<file path="src/rtl/wdog_pkg.sv">
// Package wdog_pkg
// Shared register offsets, control-bit positions and read-word builders for
// the watchdog timer. Assumes 32-bit registers and a byte-addressed bus.
package wdog_pkg;

    localparam int REG_W        = 32;
    localparam int OFS_CTRL     = 0;
    localparam int OFS_COUNT    = 4;

    // Control word bit positions
    localparam int CB_RUN       = 0;
    localparam int CB_FIRED     = 1;
    localparam int CB_ACTION    = 2;
    localparam int CB_HWDIS     = 3;
    localparam int CB_RELOAD    = 7;
    localparam int CB_CAUSE     = 8;

    // Count word: live count sits in the upper half
    localparam int LIVE_SHIFT   = 16;

    // Assemble the control word seen by a read
    function automatic logic [REG_W-1:0] pack_ctrl(
        input logic run,
        input logic fired,
        input logic action,
        input logic hwdis,
        input logic cause
    );
        logic [REG_W-1:0] w;
        w             = '0;
        w[CB_RUN]     = run;
        w[CB_FIRED]   = fired;
        w[CB_ACTION]  = action;
        w[CB_HWDIS]   = hwdis;
        w[CB_CAUSE]   = cause;
        return w;
    endfunction

    // Assemble the count word: timeout low, live count high
    function automatic logic [REG_W-1:0] pack_count(
        input logic [15:0] timeout,
        input logic [15:0] live
    );
        return {live, timeout};
    endfunction

endpackage

</file>
<file path="src/rtl/wdog_prescaler.sv">
// Module wdog_prescaler
// Divides the system clock into a one-clock tick every DIV cycles while
// enabled. A clear input restarts the division so the first tick after a
// clear comes exactly DIV cycles later. Assumes DIV >= 1.
module wdog_prescaler #(
    parameter int DIV = 4
) (
    input  logic clk,
    input  logic rst_n,
    input  logic clr,
    input  logic en,
    output logic tick
);
    localparam int PRE_W = (DIV > 1) ? $clog2(DIV) : 1;

    generate
        if (DIV == 1) begin : g_direct
            logic unused_in;
            assign unused_in = clk ^ rst_n ^ clr;
            // Every enabled cycle is a tick
            assign tick = en;
        end else begin : g_div
            logic [PRE_W-1:0] pre_q;
            logic             wrap;

            assign wrap = (pre_q == PRE_W'(DIV - 1));
            assign tick = en & wrap & ~clr;

            // Phase counter: restarts on clear, advances while enabled
            always_ff @(posedge clk) begin
                if (!rst_n) begin
                    pre_q <= '0;
                end else if (clr || !en) begin
                    pre_q <= '0;
                end else if (wrap) begin
                    pre_q <= '0;
                end else begin
                    pre_q <= pre_q + 1'b1;
                end
            end
        end
    endgenerate

endmodule

</file>
<file path="src/rtl/wdog_downcnt.sv">
// Module wdog_downcnt
// Live timeout counter. Loads on request, decrements by one per step and
// saturates at zero. Reports when the next step ends the count (value 0 or 1).
module wdog_downcnt #(
    parameter int               W       = 16,
    parameter logic [W-1:0]     RST_VAL = '1
) (
    input  logic         clk,
    input  logic         rst_n,
    input  logic         load,
    input  logic [W-1:0] load_val,
    input  logic         step,
    output logic [W-1:0] cnt,
    output logic         last
);
    logic [W-1:0] cnt_q;

    assign cnt  = cnt_q;
    assign last = (cnt_q <= W'(1));

    // Count register: load wins over a decrement
    always_ff @(posedge clk) begin
        if (!rst_n) begin
            cnt_q <= RST_VAL;
        end else if (load) begin
            cnt_q <= load_val;
        end else if (step && (cnt_q != '0)) begin
            cnt_q <= cnt_q - 1'b1;
        end
    end

endmodule

</file>
<file path="src/rtl/wdog_regdec.sv">
// Module wdog_regdec
// Decodes the register bus into per-register write strobes and muxes the
// read data. Only exact byte addresses select a register; everything else
// reads 0 and ignores writes. Read data is combinational.
module wdog_regdec
    import wdog_pkg::*;
#(
    parameter int ADDR_W = 4
) (
    input  logic              bus_valid,
    input  logic              bus_write,
    input  logic [ADDR_W-1:0] bus_addr,
    input  logic [REG_W-1:0]  ctrl_word,
    input  logic [REG_W-1:0]  count_word,
    output logic              ctrl_we,
    output logic              count_we,
    output logic [REG_W-1:0]  rdata
);
    logic hit_ctrl;
    logic hit_count;

    assign hit_ctrl  = (bus_addr == ADDR_W'(OFS_CTRL));
    assign hit_count = (bus_addr == ADDR_W'(OFS_COUNT));

    assign ctrl_we   = bus_valid & bus_write & hit_ctrl;
    assign count_we  = bus_valid & bus_write & hit_count;

    // Read mux: selected register or zero
    always_comb begin
        rdata = '0;
        if (bus_valid && !bus_write) begin
            if (hit_ctrl) begin
                rdata = ctrl_word;
            end else if (hit_count) begin
                rdata = count_word;
            end
        end
    end

endmodule

</file>
<file path="src/rtl/wdog_timer.sv">
// Module wdog_timer (top)
// Watchdog timer with a control/status word and a count word. Holds the run,
// fired and action state, the programmed timeout and the sticky reset-cause
// flag (kept across rst_n, cleared by por_n). Assumes CNT_W <= 16 so that the
// timeout and live count share one 32-bit count word.
module wdog_timer
    import wdog_pkg::*;
#(
    parameter int TICK_DIV = 250_000_000,
    parameter int ADDR_W   = 4,
    parameter int CNT_W    = 16
) (
    input  logic              clk,
    input  logic              rst_n,
    input  logic              por_n,
    input  logic              bus_valid,
    input  logic              bus_write,
    input  logic [ADDR_W-1:0] bus_addr,
    input  logic [31:0]       bus_wdata,
    output logic [31:0]       bus_rdata,
    input  logic              hw_disable,
    output logic              rst_req,
    output logic              shdn_req
);
    localparam logic [CNT_W-1:0] CNT_RST = '1;

    logic             ctrl_we;
    logic             count_we;
    logic             run_q;
    logic             fired_q;
    logic             action_q;
    logic             cause_q;
    logic             rst_req_q;
    logic             shdn_req_q;
    logic [CNT_W-1:0] timeout_q;
    logic [CNT_W-1:0] live_cnt;
    logic             live_last;
    logic             active;
    logic             reload;
    logic             tick;
    logic             expire;
    logic [31:0]      ctrl_word;
    logic [31:0]      count_word;
    logic             unused_wdata;

    assign unused_wdata = ^bus_wdata;

    assign active = run_q & ~fired_q & ~hw_disable;
    assign reload = ctrl_we & bus_wdata[CB_RELOAD];
    assign expire = active & tick & live_last & ~reload;

    assign ctrl_word  = pack_ctrl(run_q, fired_q, action_q, hw_disable, cause_q);
    assign count_word = pack_count(16'(timeout_q), 16'(live_cnt));

    wdog_regdec #(
        .ADDR_W (ADDR_W)
    ) u_dec (
        .bus_valid  (bus_valid),
        .bus_write  (bus_write),
        .bus_addr   (bus_addr),
        .ctrl_word  (ctrl_word),
        .count_word (count_word),
        .ctrl_we    (ctrl_we),
        .count_we   (count_we),
        .rdata      (bus_rdata)
    );

    wdog_prescaler #(
        .DIV (TICK_DIV)
    ) u_pre (
        .clk   (clk),
        .rst_n (rst_n),
        .clr   (reload),
        .en    (active),
        .tick  (tick)
    );

    wdog_downcnt #(
        .W       (CNT_W),
        .RST_VAL (CNT_RST)
    ) u_cnt (
        .clk      (clk),
        .rst_n    (rst_n),
        .load     (reload),
        .load_val (timeout_q),
        .step     (active & tick),
        .cnt      (live_cnt),
        .last     (live_last)
    );

    // Run bit: hardware disable and expiry force it low, else follows writes
    always_ff @(posedge clk) begin
        if (!rst_n) begin
            run_q <= 1'b0;
        end else if (hw_disable || expire) begin
            run_q <= 1'b0;
        end else if (ctrl_we) begin
            run_q <= bus_wdata[CB_RUN];
        end
    end

    // Fired status: set by expiry, cleared by writing 1 to its bit
    always_ff @(posedge clk) begin
        if (!rst_n) begin
            fired_q <= 1'b0;
        end else if (expire) begin
            fired_q <= 1'b1;
        end else if (ctrl_we && bus_wdata[CB_FIRED]) begin
            fired_q <= 1'b0;
        end
    end

    // Action select: plain read/write bit
    always_ff @(posedge clk) begin
        if (!rst_n) begin
            action_q <= 1'b0;
        end else if (ctrl_we) begin
            action_q <= bus_wdata[CB_ACTION];
        end
    end

    // Programmed timeout: written through the count word
    always_ff @(posedge clk) begin
        if (!rst_n) begin
            timeout_q <= CNT_RST;
        end else if (count_we) begin
            timeout_q <= bus_wdata[CNT_W-1:0];
        end
    end

    // Expiry requests: one-clock pulse on the selected line
    always_ff @(posedge clk) begin
        if (!rst_n) begin
            rst_req_q  <= 1'b0;
            shdn_req_q <= 1'b0;
        end else begin
            rst_req_q  <= expire & ~action_q;
            shdn_req_q <= expire &  action_q;
        end
    end

    // Reset-cause flag: only power-on reset clears it
    always_ff @(posedge clk) begin
        if (!por_n) begin
            cause_q <= 1'b0;
        end else if (expire && !action_q) begin
            cause_q <= 1'b1;
        end
    end

    assign rst_req  = rst_req_q;
    assign shdn_req = shdn_req_q;

endmodule

</file>
<file path="config.mk">
export PLATFORM = sky130hd
export DESIGN_NAME = wdog_timer
export DESIGN_NICKNAME = d
export VERILOG_FILES = /design/src/rtl/wdog_pkg.sv /design/src/rtl/wdog_prescaler.sv /design/src/rtl/wdog_downcnt.sv /design/src/rtl/wdog_regdec.sv /design/src/rtl/wdog_timer.sv
export SDC_FILE = /design/constraint.sdc
export NUM_CORES = 1
export LEC_CHECK = 0
export ABC_AREA = 1
export CAP_MARGIN = 5
export CORE_MARGIN = 3
export CORE_UTILIZATION = 35
export DETAILED_ROUTE_END_ITERATION = 10
export SYNTH_ARGS = -nofsm -noshare
export SYNTH_HDL_FRONTEND = slang
export SYNTH_SLANG_ARGS = --single-unit
</file>
<file path="constraint.sdc">
create_clock -name clk -period 1.75 [get_ports clk]
set_input_delay 0.2625 -clock clk [delete_from_list [all_inputs] [get_ports clk]]
set_output_delay 0.2625 -clock clk [all_outputs]
set_load 0.05 [all_outputs]
</file>
==> results of run 1 <==
## layer usage
metal | vias to the layer above | GRT usage | wire (µm)
met2 | 109 | 0.294 | 5050
met1 | 1847 | 0.267 | 5310
met4 | 0 | 0.0827 | 253
met3 | 18 | 0.0280 | 597
li1 | 2118 | - | -
met5 | - | 0 | 0
## flip-flops by register name (all words and copies together) (netlist names)
register / count
u_cnt.cnt: 16
u_pre.g_div.pre_q: 28
rst_req: 1
run_q: 1
action_q: 1
timeout_q: 16
fired_q: 1
shdn_req: 1
cause_q: 1
## Yosys cell counts (4+ instances only)
cell type                    n  area, µm²
sky130_fd_sc_hd__clkbuf_1    4       15.0
sky130_fd_sc_hd__nor3_1     27        135
sky130_fd_sc_hd__ha_1        4       50.1
sky130_fd_sc_hd__dfxtp_1    66       1320
sky130_fd_sc_hd__nand3_1    81        405
sky130_fd_sc_hd__a21oi_1    31        155
sky130_fd_sc_hd__nor2_2      8       50.1
sky130_fd_sc_hd__xor2_1     11       96.3
sky130_fd_sc_hd__o21ai_0    11       55.1
sky130_fd_sc_hd__inv_1      75        282
sky130_fd_sc_hd__nand4_1     5       31.3
sky130_fd_sc_hd__nand3_2     5       50.1
sky130_fd_sc_hd__nor2_1     81        304
sky130_fd_sc_hd__buf_2       8       40.0
sky130_fd_sc_hd__nand3b_1    4       30.0
sky130_fd_sc_hd__nand2_1   162        608
## layout by cell type (no fill, tap or decap), types with 5 or more instances in the layout
cell / count
sky130_fd_sc_hd__clkdlybuf4s50_1: 20
sky130_fd_sc_hd__nor2_2: 20
sky130_fd_sc_hd__nand2_1: 157
sky130_fd_sc_hd__dfxtp_1: 64
sky130_fd_sc_hd__nand4_1: 5
sky130_fd_sc_hd__buf_4: 36
sky130_fd_sc_hd__nor3_1: 9
sky130_fd_sc_hd__nor3_2: 11
sky130_fd_sc_hd__nand3_2: 5
sky130_fd_sc_hd__inv_2: 5
sky130_fd_sc_hd__inv_1: 72
sky130_fd_sc_hd__xor2_1: 11
sky130_fd_sc_hd__clkbuf_8: 10
sky130_fd_sc_hd__a21oi_1: 26
sky130_fd_sc_hd__buf_12: 35
sky130_fd_sc_hd__nor3_4: 7
sky130_fd_sc_hd__o21ai_0: 11
sky130_fd_sc_hd__nor2_1: 66
sky130_fd_sc_hd__nand3_1: 81
## layout make-up
| class | instances | area (µm²) | share of cell area |
|---|---|---|---|
| Clock buffer | 12 | 145 | 0.0258 |
| Clock inverter | 3 | 40.0 | 0.00712 |
| Inverter | 78 | 293 | 0.0521 |
| Tap cell | 136 | 170 | 0.0303 |
| Sequential cell | 66 | 1320 | 0.236 |
| Timing Repair Buffer | 102 | 1310 | 0.232 |
| Multi-Input combinational cell | 444 | 2340 | 0.417 |
## logic make-up after synthesis
logic type               after synthesis  synth area share
flip-flops                            66             0.347
AND/OR/NAND/NOR                      378             0.434
buffers and inverters                 98             0.107
AO/OA/AOI/OAI                         49            0.0690
adder cells (fa/ha/maj)                4            0.0131
XOR/XNOR                              13            0.0299
## where the power goes
part / switching, µW / total (µW) / internal [µW]
Sequential: 7.86 / 1520 / 1510
Clock: 566 / 1250 / 685
Combinational: 143 / 269 / 126
Total: 717 / 3040 / 2320
## metrics by stage
| stage | worst slack, ns | cell area (µm²) | hold WS, ns |
|---|---|---|---|
| after detailed placement | -0.189 | 5250 | 0.443 |
| after CTS | 0.00630 | 5480 | 0.459 |
| after global routing | -0.0257 | 5620 | 0.443 |
| final | 0.0422 | 5620 | 0.418 |
| after floorplan | -0.265 | 3950 | 0.372 |
| after global placement | -0.197 | 5250 | 0.426 |
## worst paths after layout
path / startpoint / endpoint / slack [ns] / depth (start not counted)
max: rst_req / rst_req / 0.04 / 1
min: u_pre.g_div.pre_q[0] / u_pre.g_div.pre_q[0] / 0.42 / 1
max reg2reg: u_pre.g_div.pre_q[0] / u_pre.g_div.pre_q[26] / 0.09 / 10
min reg2reg: u_pre.g_div.pre_q[0] / u_pre.g_div.pre_q[0] / 0.42 / 1
## timing repair
| action | in CTS | in global routing |
|---|---|---|
| hold endpoints to repair | 0 | 0 |
| endpoints found under the setup margin | 31 | 47 |
| hold buffers | 0 | 0 |
| buffers inserted | 1 | 1 |
| pin swaps | 5 | 7 |
| cloned | 0 | 1 |
| gates resized for setup | 17 | 28 |
==> parameters.txt, run 1 <==
Parameter                              Value

Clock network
  Number of buffers inserted during clock tree synthesis ... 9
  Longest Clk Path Bufs ... 2
  CTS tree ... built
  Clock tree root buffer cell ... sky130_fd_sc_hd__clkbuf_8
  Clock-pin slew on the worst setup and hold paths ... 0.07 ns
  Worst skew pair latency ... 0.35 ns
  # H-tree levels ... 3
  Clk sink count ... 66

GRT
  Wire length of the first global-routing pass ... 18.1 mm
  Antenna violations before repair ... 0
  Number of global-route vias before repair ... 3830
  Total track usage ... 0.191
  Total overflow reported by the global router ... 0
  Largest net degree at the start of global routing ... 20

Logic synthesis
  Ys flop type ... sky130_fd_sc_hd__dfxtp_1
  Post-synthesis net count ... 654
  Async set-or-reset flop fraction in the synthesized netlist ... 0
  Count of unique library cells instantiated by Yosys ... 30
  Count of synthesis-stage warnings from yosys ... 0
  Instance count of the mapped netlist ... 608
  Mean cell area of the mapped netlist ... 6.26 µm²
  FF+latch count, synth ... 66
  Cell area after synthesis ... 3810 µm²
  Portion of the post-synthesis area used by sequential elements ... 0.347
  Count of flip-flops with a built-in enable after synthesis ... 0

Critical path
  Maximum net fanout on the critical path ... 1
  Required time of the critical path ... 1.49 ns
  Arrival time at the worst endpoint ... 1.45 ns
  Nature of the critical path endpoint ... output port
  Worst Path Buf+Inv ... 1
  Worst path max stage delay ... 0.79 ns
  Critical path's slowest cell ... sky130_fd_sc_hd__clkdlybuf4s50_1
  Kind of critical path ... flop to output port
  Top delay family on crit path ... buffers and inverters
  Startpoint types ... flop
  List of cells traversed by the critical path ... clkdlybuf4s50_1

Power and ir drop
  Leakage component of the power ... 0.00245 µW
  Max rail drop VDD ... 0.374 mV
  Overall power of the completed layout ... 3040 µW
  Power density relative to cell area ... 541 nW/µm²

Timing
  # setup viols final ... 0
  Part of the cycle the worst path needs ... 0.976
  Fin crit period ... 1.71 ns
  Highest Clock Rate ... 586 MHz
  Worst max-slew margin expressed relative to the limit ... 0.673
  Skew final ... 0.00527 ns
  Actual slew at the worst max-slew pin ... 0.489 ns
  Hold Vio Cnt, Final ... 0
  Number of slew-limit violations in the final report ... 0
  Total negative slack ... 0 ns

Placed design
  Buffers on Ports ... 59
  Placed wire-length estimate ... 8.82 mm
  Final Wtd Congestion ... 0.884
  Placed cells ... 823

Final layout
  Diode insertion count for antenna repair ... 0
  Number of filler instances in the final layout ... 1055
  Post-Layout Cell Count ... 841
  Fraction of final layout cells with drive strength greater than 1 ... 0.220
  Net count of the finished layout ... 747
  Core Util, Final ... 0.537
  Layout area overhead ... 47.6%

Detailed routing
  Post-route antenna net violation count ... 0
  Wirelength, routed ... 11.2 mm
  Number of DRC violations after detailed routing ... 0
  Drt first-iter violations ... 205
  Router iterations before antenna repair ... 4
  Vias ... 4092
  Vias per cell ... 4.87
  Avg WL per Cell ... 13.3 µm

Die
  Total Die Area ... 12200 µm²
  Initial cell density of the core ... 0.364
  Die X ... 110 µm
  Num ports ... 76
  Standard-cell rows ... 37
  Die boundary height ... 110 µm
  Standard cell core area ... 10500 µm²

Run status
  Outcome ... complete, no violations

Min path
  Class of the most critical hold timing path ... flop to flop

Job
  Reported max-cap violation count ... 0
Power figures use the tool's default switching activity.
==> run 2, diff against run 1 <==
--- a/config.mk
+++ b/config.mk
@@ -9,7 +9,9 @@
 export CAP_MARGIN = 5
 export CORE_MARGIN = 3
 export CORE_UTILIZATION = 35
+export CTS_BUF_LIST = sky130_fd_sc_hd__clkbuf_16
 export DETAILED_ROUTE_END_ITERATION = 10
+export SLEW_MARGIN = 20
 export SYNTH_ARGS = -nofsm -noshare
 export SYNTH_HDL_FRONTEND = slang
 export SYNTH_SLANG_ARGS = --single-unit
==> run 2 against run 1 <==
- via count grew 0.42%
- combinational power is essentially flat
- register-to-register slack gained 0.06 ns
- worst setup slack gained 0.012 ns
- critical path depth grew 7
- cell count is the same
- core utilization grew 0.78 points
- clock power grew 34%
- sequential power is essentially flat
- sequential share of layout area shrank 0.34 points
- non-clock buffer count is the same
==> parameters.txt, run 2 (synthesis gave the netlist of run 1 again) <==
Parameter                              Value

Clock network
  Clk sink count ... 66 (unchanged)
  Longest Clk Path Bufs ... 2 (unchanged)
  Number of buffers inserted during clock tree synthesis ... 9 (unchanged)
  Clock-pin slew on the worst setup and hold paths ... 0.05 ns (was 0.07 ns)
  CTS tree ... built (unchanged)
  Clock tree root buffer cell ... sky130_fd_sc_hd__clkbuf_16 (was sky130_fd_sc_hd__clkbuf_8)
  # H-tree levels ... 3 (unchanged)
  Worst skew pair latency ... 0.33 ns (was 0.35 ns)

Timing
  # setup viols final ... 0 (unchanged)
  Part of the cycle the worst path needs ... 0.969 (was 0.976)
  Skew final ... 0.00376 ns (was 0.00527 ns)
  Highest Clock Rate ... 590 MHz (was 586 MHz)
  Actual slew at the worst max-slew pin ... 0.489 ns (about the same)
  Fin crit period ... 1.70 ns (was 1.71 ns)
  Number of slew-limit violations in the final report ... 0 (unchanged)
  Hold Vio Cnt, Final ... 0 (unchanged)
  Worst max-slew margin expressed relative to the limit ... 0.673 (unchanged)
  Total negative slack ... 0 ns (unchanged)

Critical path
  Most common cell type on the critical path ... sky130_fd_sc_hd__nand2_1
  Worst path max stage delay ... 0.24 ns (was 0.79 ns)
  Kind of critical path ... primary input to output port (was flop to output port)
  List of cells traversed by the critical path ... dlygate4sd2_1, nor2_2, buf_4, nand2_1, inv_2, nand2_1, a21oi_2, buf_12 (was clkdlybuf4s50_1)
  Number of cells on the worst reg-to-reg path ... 10 (unchanged)
  Top delay family on crit path ... buffers and inverters (unchanged)
  Worst Path Buf+Inv ... 4 (was 1)
  Critical path's slowest cell ... sky130_fd_sc_hd__dlygate4sd2_1 (was sky130_fd_sc_hd__clkdlybuf4s50_1)
  Required time of the critical path ... 1.49 ns (about the same)
  Worst reg2reg setup slack ... 0.15 ns (was 0.09 ns)
  Destination of the worst register-to-register timing path ... u_pre.g_div.pre_q[26] (unchanged)
  Arrival time at the worst endpoint ... 1.43 ns (was 1.45 ns)
  Startpoint types ... primary input (was flop)
  Maximum net fanout on the critical path ... 6 (was 1)
  Reg-to-reg critical path startpoint ... u_pre.g_div.pre_q[0] (unchanged)
  Nature of the critical path endpoint ... output port (unchanged)

Detailed routing
  Vias ... 4109 (was 4092)
  Post-route antenna net violation count ... 0 (unchanged)
  Router iterations before antenna repair ... 5 (was 4)
  Vias per cell ... 4.89 (was 4.87)
  Number of DRC violations after detailed routing ... 0 (unchanged)
  Wirelength, routed ... 11.2 mm (about the same)
  Avg WL per Cell ... 13.3 µm (about the same)
  Drt first-iter violations ... 219 (was 205)

Min path
  Worst hold path startpoint ... u_pre.g_div.pre_q[0] (unchanged)
  Worst hold path cell count ... 1 (unchanged)
  Endpoint of the worst hold path ... u_pre.g_div.pre_q[0] (unchanged)
  Class of the most critical hold timing path ... flop to flop (unchanged)

Final layout
  Largest register FFs ... 28 (unchanged)
  Finished layout cell area ... 5700 µm² (was 5620 µm²)
  Register containing the most flip-flops in the final layout ... u_pre.g_div.pre_q (unchanged)
  Commonest non-fill, non-tap cell in the layout ... sky130_fd_sc_hd__nand2_1 (unchanged)
  Core Util, Final ... 0.545 (was 0.537)
  Most frequent cells in the layout ... 157 x sky130_fd_sc_hd__nand2_1, 81 x sky130_fd_sc_hd__nand3_1, 74 x sky130_fd_sc_hd__inv_1, 67 x sky130_fd_sc_hd__nor2_1, 64 x sky130_fd_sc_hd__dfxtp_1 (was 157 x sky130_fd_sc_hd__nand2_1, 81 x sky130_fd_sc_hd__nand3_1, 72 x sky130_fd_sc_hd__inv_1, 66 x sky130_fd_sc_hd__nor2_1, 64 x sky130_fd_sc_hd__dfxtp_1)
  Post-Layout Cell Count ... 841 (unchanged)
  FF/Latch Area ... 1320 µm² (unchanged)
  Fraction of final layout cells with drive strength greater than 1 ... 0.217 (was 0.220)
  Number of filler instances in the final layout ... 1038 (was 1055)
  Layout area overhead ... 49.8% (was 47.6%)
  Net count of the finished layout ... 747 (unchanged)
  Diode insertion count for antenna repair ... 0 (unchanged)
  Multi-input gate area in the final layout ... 2330 µm² (was 2340 µm²)

Placed design
  Buffers on Ports ... 59 (unchanged)
  Final Wtd Congestion ... 0.884 (unchanged)
  Placed cells ... 823 (unchanged)
  Post-place instance area ... 5250 µm² (unchanged)
  Placed wire-length estimate ... 8.82 mm (unchanged)

GRT
  Wire length of the first global-routing pass ... 18.3 mm (was 18.1 mm)
  Total overflow reported by the global router ... 0 (unchanged)
  Antenna violations before repair ... 0 (unchanged)
  Largest net degree at the start of global routing ... 20 (unchanged)
  Total track usage ... 0.193 (was 0.191)
  Number of global-route vias before repair ... 3814 (was 3830)

Die
  Total Die Area ... 12200 µm² (unchanged)
  Num ports ... 76 (unchanged)
  Die X ... 110 µm (unchanged)
  Die boundary height ... 110 µm (unchanged)
  Initial cell density of the core ... 0.364 (unchanged)
  Standard cell core area ... 10500 µm² (unchanged)
  Standard-cell rows ... 37 (unchanged)

Power and ir drop
  Max rail drop VDD ... 0.441 mV (was 0.374 mV)
  Overall power of the completed layout ... 3470 µW (was 3040 µW)
  Leakage component of the power ... 0.00247 µW (was 0.00245 µW)
  Power density relative to cell area ... 609 nW/µm² (was 541 nW/µm²)

Run status
  Outcome ... complete, no violations (unchanged)

Job
  Reported max-cap violation count ... 0 (unchanged)
run 2: stage by stage:
step	hold slack, ns	setup WS [ns]
floorplan	0.372	-0.265
global placement	0.426	-0.197
detailed placement	0.443	-0.189
CTS	0.457	0.00630
global route	0.464	-0.0146
finish	0.442	0.0543
run 2: layer usage:
layer | vias up | GRT usage | part of all wire
li1 | 2121 | - | -
met1 | 1870 | 0.270 | 0.48
met2 | 99 | 0.294 | 0.45
met3 | 19 | 0.0396 | 0.044
met4 | 0 | 0.0712 | 0.019
met5 | - | 0 | 0
run 2: worst max path at each step:
stage	startpoint	to	slack (ns)	depth (start not counted)
after floorplan	bus_addr[1]	bus_rdata[13]	-0.27	4
after CTS	bus_valid	bus_rdata[17]	0.006	6
after global placement	bus_addr[1]	u_pre.g_div.pre_q[11]	-0.20	9
after detailed placement	bus_addr[2]	timeout_q[1]	-0.19	9
final	bus_addr[0]	bus_rdata[3]	0.05	8
after global routing	bus_addr[3]	bus_rdata[1]	-0.01	7
run 2: where the power goes:
part           switching (µW)  internal [µW]
sequential               7.91           1510
combinational             142            126
clock                     612           1070
total                     762           2710
run 2: repair_timing:
item | in CTS | in global routing
setup endpoints to repair | 31 | 46
setup buffers | 1 | 1
hold buffers | 0 | 0
gates cloned | 0 | 1
resized for setup | 17 | 25
pin swaps | 5 | 7
hold endpoints to repair | 0 | 0
run 2: area by class of cell:
type	count	area share
Clock buffer	9	0.0395
Clock inverter	6	0.00900
Inverter	78	0.0513
Multi-Input combinational cell	444	0.409
Sequential cell	66	0.232
Tap cell	136	0.0298
Timing Repair Buffer	102	0.229
